## src/rtl/uart_host_regs.sv

```systemverilog
module uart_host_regs #(
  parameter int DATA_W = 8
) (
  input  logic              clk,
  input  logic              rst_n,
  input  logic              addr,
  input  logic              wr_en,
  input  logic [DATA_W-1:0] wdata,
  input  logic              rd_en,
  output logic [DATA_W-1:0] rdata,
  input  logic              tx_en,
  input  logic              rx_en,
  input  logic [1:0]        char_size,
  input  logic              ie_rxc,
  input  logic              ie_txc,
  input  logic              ie_dre,
  input  logic              tx_empty,
  input  logic              tx_frame_done,
  output logic              tx_load,
  output logic [DATA_W-1:0] tx_data,
  input  logic              rx_push,
  input  logic [DATA_W-1:0] rx_data,
  input  logic              txc_ack,
  output logic              rxc,
  output logic              txc,
  output logic              dre,
  output logic              irq_rxc,
  output logic              irq_txc,
  output logic              irq_dre
);
  localparam int MIN_BITS = DATA_W - 3;
  localparam int DEPTH    = 2;
  localparam int CNT_W    = $clog2(DEPTH + 1);
  localparam logic [DATA_W-1:0] ONES = '1;

  logic [DATA_W-1:0] char_mask;
  assign char_mask = ~(ONES << (MIN_BITS + int'(char_size)));

  logic hold_full;
  logic [DATA_W-1:0] hold_q;
  logic wr_data, wr_stat, rd_data, wr_take;

  assign wr_data = wr_en && !addr;
  assign wr_stat = wr_en && addr;
  assign rd_data = rd_en && !addr;
  assign wr_take = wr_data && !hold_full;
  assign dre     = !hold_full;
  assign tx_load = tx_en && hold_full && tx_empty;
  assign tx_data = hold_q;

  always_ff @(posedge clk) begin
    if (!rst_n) begin
      hold_full <= 1'b0;
      hold_q    <= '0;
    end else if (wr_take) begin
      hold_full <= 1'b1;
      hold_q    <= wdata & char_mask;
    end else if (tx_load) begin
      hold_full <= 1'b0;
    end
  end

  logic txc_q, txc_set, txc_clr;
  assign txc_set = tx_frame_done && !hold_full && !wr_take;
  assign txc_clr = txc_ack || (wr_stat && wdata[DATA_W-2]);
  assign txc     = txc_q;

  always_ff @(posedge clk) begin
    if (!rst_n)       txc_q <= 1'b0;
    else if (txc_set) txc_q <= 1'b1;
    else if (txc_clr) txc_q <= 1'b0;
  end

  logic [DATA_W-1:0] queue_q [DEPTH];
  logic [CNT_W-1:0]  cnt_q, wr_pos;
  logic              ovr_q, pop, push_ok;

  assign pop     = rd_data && (cnt_q != '0);
  assign push_ok = rx_push && rx_en && ((cnt_q < CNT_W'(DEPTH)) || pop);
  assign wr_pos  = cnt_q - CNT_W'(pop);
  assign rxc     = (cnt_q != '0);

  always_ff @(posedge clk) begin
    if (!rst_n || !rx_en) begin
      cnt_q <= '0;
      ovr_q <= 1'b0;
    end else begin
      cnt_q <= cnt_q + CNT_W'(push_ok) - CNT_W'(pop);
      if (rx_push && !push_ok) ovr_q <= 1'b1;
      else if (rd_data)        ovr_q <= 1'b0;
    end
  end

  always_ff @(posedge clk) begin
    if (pop) queue_q[0] <= queue_q[1];
    if (push_ok) queue_q[wr_pos[0]] <= rx_data & char_mask;
  end

  logic [DATA_W-1:0] status;
  assign status = {rxc, txc_q, dre, ovr_q, {(DATA_W-4){1'b0}}};
  assign rdata  = addr ? status : (rxc ? queue_q[0] : '0);

  assign irq_rxc = rxc && ie_rxc;
  assign irq_txc = txc_q && ie_txc;
  assign irq_dre = dre && ie_dre;

  a_r3_load_empties: assert property (@(posedge clk) disable iff (!rst_n)
    tx_load |=> dre);
  a_r2_ignored_write: assert property (@(posedge clk) disable iff (!rst_n)
    (wr_data && !dre) |=> $stable(tx_data));
  a_r7_flush: assert property (@(posedge clk) disable iff (!rst_n)
    !rx_en |=> !rxc);
  a_r6_overrun: assert property (@(posedge clk) disable iff (!rst_n)
    (rx_push && rx_en && cnt_q == CNT_W'(DEPTH) && !rd_data) |=> (ovr_q && cnt_q == CNT_W'(DEPTH)));
  a_r9_txc_hold: assert property (@(posedge clk) disable iff (!rst_n)
    (txc_q && !txc_ack && !wr_stat) |=> txc_q);
  a_r4_depth: assert property (@(posedge clk) disable iff (!rst_n)
    cnt_q <= CNT_W'(DEPTH));
endmodule

```

## config.mk

```make
export PLATFORM = sky130hd
export DESIGN_NAME = uart_host_regs
export DESIGN_NICKNAME = d
export VERILOG_FILES = /design/src/rtl/uart_host_regs.sv
export SDC_FILE = /design/constraint.sdc
export NUM_CORES = 1
export LEC_CHECK = 0
export ABC_AREA = 0
export BUFFER_PORTS_ARGS = -buffer_cell sky130_fd_sc_hd__buf_2
export CAP_MARGIN = 20
export CORE_MARGIN = 8
export CORE_UTILIZATION = 44
export CTS_BUF_LIST = sky130_fd_sc_hd__clkbuf_4
export CTS_CLUSTER_DIAMETER = 50
export DETAILED_ROUTE_END_ITERATION = 8
export PLACE_DENSITY = 0.79
export RECOVER_POWER = 50
export SLEW_MARGIN = 20
export SYNTH_ARGS = -nofsm -noshare
export SYNTH_HDL_FRONTEND = slang
export SYNTH_SLANG_ARGS = --single-unit
```

## constraint.sdc

```tcl
create_clock -name clk -period 2.05 [get_ports clk]
set_input_delay 0.41 -clock clk [delete_from_list [all_inputs] [get_ports clk]]
set_output_delay 0.41 -clock clk [all_outputs]
set_load 0.05 [all_outputs]
```

# Word-level counts from Yosys, hierarchy flattened
# Memories as Yosys holds them, arrays and structs flattened.
# Cells that the tools add are included.
[classes] n_addsub=4 magnitude_cmp=1 n_shift=1 n_mux=12 bitwise=3 reduce_logical=29
[op_table] op="8-bit bitwise AND" n=2
[op_table] op="1-bit logical AND" n=16
[op_table] op="8-bit 2-to-1 mux" n=2
[op_table] op="1-bit 2-to-1 mux" n=10
[op_table] op="8-bit NOT" n=1
[op_table] op="2-bit nonzero test" n=4
[op_table] op="8-bit by 4-bit left shift with 8-bit output (first input constant)" n=1
[op_table] op="1-bit zero test" n=6
[op_table] op="3-bit by 2-bit adder with 4-bit output (first input constant)" n=1
[op_table] op="1-bit logical OR" n=3
[op_table] op="2-bit by 1-bit adder with 2-bit output" n=1
[op_table] op="2-bit less-than comparator (second input constant)" n=1
[op_table] op="2-bit by 1-bit subtractor with 2-bit output" n=1
[op_table] op="1-bit subtractor" n=1
[word_totals] reg_bits=13 mem_bits_rw=16 input_bits=32 out_inout_bits=23 word_cells=56 mem_count=1
[mem_list] memory="queue_q" words=2 width=8 rd=2 rd_ports_with_merged_regs=0 write_ports=2 line_no="74" source="logic [DATA_W-1:0] queue_q [DEPTH];"

# Longest topological paths before layout
[logic_depth] word_depth=8 depth_mapped=8 depth_no_buf=7

# Least setup slack after synthesis
# No wires, ideal clock.
[synth_path] kind="register to output" from="register cnt_q[0]" to="output port rdata[4]" arrival_ps=1986 required_ps=1640 slack_ps=-346 stages_incl_launch_ff=6 path_buffers=1 path_cell_list="dfxtp_1 -> nor2_4 -> inv_2 -> buf_4 -> nand2_1 -> o21ai_0"
[synth_via] elab_chain_cells=3
[synth_rtl] element="start, declared" line_no="75" source="logic [CNT_W-1:0] cnt_q, wr_pos;"
[synth_rtl] element="start signal, assigned" line_no="88" source="cnt_q <= cnt_q + CNT_W'(push_ok) - CNT_W'(pop);"
[synth_rtl] element="2-bit nonzero test" line_no="81" source="assign rxc = (cnt_q != '0);"
[synth_rtl] element="via rxc" line_no="24" source="output logic rxc,"
[synth_rtl] element="8-bit 2-to-1 mux (2 in series)" line_no="101" source="assign rdata = addr ? status : (rxc ? queue_q[0] : '0);"
[synth_rtl] element="end, declared" line_no="10" source="output logic [DATA_W-1:0] rdata,"
# The timed path passes the listed nets, and every way through them passes these cells.

# Worst setup path in the final report
[layout_path] from="register cnt_q[0]" to="output port rdata[6]"
[layout_via] elab_chain_cells=3
[layout_rtl] element="2-bit nonzero test" line_no="81"
[layout_rtl] element="8-bit 2-to-1 mux (2 in series)" line_no="101"
# Every way passes these cells.

==> results.sh <==
export IMPL_status="completed"
export IMPL_seqPwrFrac=0.540
export IMPL_min_to="queue_q[1][2]$_DFFE_PP_"
export IMPL_finalCriticalPeriod_ns=1.93
export IMPL_antenna_cells=0
export IMPL_die_w_um=71.7
export IMPL_crit_chain="nor2_4 -> inv_2 -> buf_4 -> nand2_1 -> o21ai_1 -> buf_2"
export IMPL_leakagePower_nw=0.723
export IMPL_async_reset_ff_frac=0
export IMPL_post_cts_setup_buffers=0
export IMPL_remaining_drc_errors=0
export IMPL_fin_setup_tns_ns=0
export IMPL_cts_buffers=5
export IMPL_drt_wl_total_um=3220
export IMPL_cts_root_buf="clkbuf_4"
export IMPL_required_ns=1.64
export IMPL_r2r_cells=8
export IMPL_pwr_density_cell_mw_per_mm2=700
export IMPL_hold_class="in -> reg"
export IMPL_worstHoldPathCells=1
export IMPL_area_growth_pct=24.8
export IMPL_crit_path_top_delay_cell="dfxtp_2"
export IMPL_die_h_um=71.7
export IMPL_insertion_delay_ns=0.32
export IMPL_drt_antenna_violating_nets=0
export IMPL_power_switching_mw=0.331
export IMPL_post_dp_hpwl_um=2560
export IMPL_synth_area_mm2=0.00137
export IMPL_multiInputGateArea_um2=569
export IMPL_slew_headroom=0.424
export IMPL_grt_max_degree=17
export IMPL_route_detailed_wl_per_inst_um=15.0
export IMPL_grt_util_all_layers=0.131
export IMPL_pre_cts_slack_ns=0.203
export IMPL_port_buffers=54
export IMPL_vias_per_cell=5.04
export IMPL_hold_buffers=0
export IMPL_drt_iter0_markers=32
export IMPL_cts_sinks=29
export IMPL_num_vias=1083
export IMPL_period_share=0.942
export IMPL_synth_flop_cell="edfxtp_1"
export IMPL_fp_dieArea_mm2=0.00514
export IMPL_combPwrFrac=0.174
export IMPL_io_pins=55
export IMPL_grt_pass1_wl_um=5220
export IMPL_antenna_found_initial=0
export IMPL_setup_viol=0
export IMPL_initial_core_util=0.455
export IMPL_cts_buffer_depth=2
export IMPL_fillers=276
export IMPL_grt_remaining_overflow=0
export IMPL_grt_pass1_vias=1158
export IMPL_firstDrtPassIters=4
export IMPL_synthDistinctLibCells=35
export IMPL_hold_viol_final=0
export IMPL_slew_viol_final=0
export IMPL_path_clk_slew_ns=0.09
export IMPL_worst_slack_ns=0.120
export IMPL_avgSynthCellArea_um2=10.9
export IMPL_synth_warnings=0
export IMPL_syn_nets=158
export IMPL_crit_path_end_kind="primary output"
export IMPL_rows=20
export IMPL_drv_cap=0
export IMPL_ir_drop_v=0.000362
export IMPL_synth_edff_count=16
export IMPL_fmax_mhz=518
export IMPL_cp_start_kind="register"
export IMPL_synth_cells=125
export IMPL_regArea_um2=743
export IMPL_nets=214
export IMPL_cpPeakStageDelay_ns=0.42
export IMPL_path_class="reg -> out"
export IMPL_final_cell_mix="buf_2 (42), nand2_1 (21), edfxtp_1 (16)"
export IMPL_yosysSeqAreaShare=0.543
export IMPL_crit_arrival_ns=1.52
export IMPL_final_common_cell="buf_2"
export IMPL_clkPwrFrac=0.285
export IMPL_core_area_mm2=0.00300
export IMPL_h_tree_depth=2
export IMPL_final_layout_size_suffix_gt1_frac=0.368
export IMPL_fin_skew_ns=0.00961
export IMPL_rr_endpoint="cnt_q[1]$_SDFF_PP0_"
export IMPL_regToRegSetupSlack_ns=0.30
export IMPL_tightest_slew_ns=0.863
export IMPL_cts_tree="yes"
export IMPL_swShare=0.277
export IMPL_gp_congestion=0.754
export IMPL_grt_setup_unrepaired="false"
export IMPL_power_internal_mw=0.862
export IMPL_timing_rr_start="cnt_q[0]$_SDFF_PP0_"
export IMPL_hold_start="rx_data[2]"
export IMPL_path_max_fanout=10
export IMPL_ys_ff_latch=29
## final cells by class
cell class              count  share of cell area
repair buffers             58               0.166
multi-input cells          84               0.334
flip-flops and latches     29               0.436
inverters                   3             0.00661
clock inverters             1             0.00220
well taps                  33              0.0242
clock buffers               7              0.0308
## power by group through the flow
stage	combinational (mW)	sequential, mW	clock, mW
detailed placement	0.213	0.658	0
floorplan	0.115	0.683	0
finish	0.208	0.645	0.340
CTS	0.213	0.645	0.356
global placement	0.207	0.657	0
global route	0.224	0.648	0.374
## sequential cells by signal, summed over array words and instances (netlist names)
signal and count:
queue_q 16, tx_data 8, cnt_q 2, hold_full 1, ovr_q 1, txc 1
## through the flow
step                      power, mW  std cells  instance area, um^2   util  hold WS (ns)
final                          1.19        215                 1700  0.568         0.270
after global routing           1.25        215                 1700  0.568         0.256
after CTS                      1.21        215                 1720  0.574         0.253
after detailed placement      0.871        207                 1670  0.555         0.455
after global placement        0.864        207                 1670  0.555         0.446
after floorplan               0.799        125                 1370      -         0.483
## synth_stat cells (2+ instances only)
library cell	instances	area share
a21boi_0	9	0.049
and2_1	3	0.014
and3_1	3	0.014
clkbuf_1	7	0.019
dfxtp_1	13	0.19
edfxtp_1	16	0.35
inv_1	2	0.0055
mux2_2	8	0.066
mux2i_1	2	0.015
nand2_1	21	0.058
nand3_1	3	0.011
nand4_1	2	0.0092
nor2_1	4	0.011
nor2b_1	4	0.018
nor3b_1	5	0.028
o21a_1	2	0.011
o21ai_0	3	0.011
## cell families (layout without fill, tap and decap cells)
logic type / Yosys count / count (layout) / share of synthesized area
simple gates: 53 / 53 / 0.220
xor+xnor: 1 / 1 / 0.00642
compound gates: 19 / 19 / 0.104
mux: 10 / 10 / 0.0807
fa+ha+maj: 1 / 1 / 0.00916
flops: 29 / 29 / 0.543
buf+inv: 12 / 69 / 0.0367
## layer usage
metal  share of wire  vias up  GRT usage  wire (um)
li1                -      552          -          -
met1            0.39      495      0.126       1250
met2            0.52       28      0.229       1680
met3           0.061        8     0.0446        196
met4           0.028        0     0.0884         91
met5               0        -          0          0
## worst max-delay path: cells and delay by family, from the launching register on
kind,cells,cell delay [ns]
AO/OA/AOI/OAI,1,0.13
buffers and inverters,3,0.51
AND/OR/NAND/NOR,2,0.15
flip-flops,1,0.42
## how the worst max path moves through the flow
stage | start | to | cells past startpoint
2_1_floorplan | addr | rdata[0] | 2
3_3_place_gp | cnt_q[0]$_SDFF_PP0_ | queue_q[0][1]$_DFFE_PP_ | 3
3_5_place_dp | cnt_q[0]$_SDFF_PP0_ | queue_q[0][5]$_DFFE_PP_ | 3
4_1_cts | cnt_q[0]$_SDFF_PP0_ | rdata[5] | 6
5_1_grt | cnt_q[0]$_SDFF_PP0_ | rdata[6] | 6
6_report | cnt_q[0]$_SDFF_PP0_ | rdata[6] | 6
## timing repair
item / 4_1_cts / 5_1_grt
gates resized for setup: 0 / 3
hold endpoints to repair: 0 / 0
endpoints found under the setup margin: 0 / 3
Note: power is estimated with default switching activity, not from simulation.
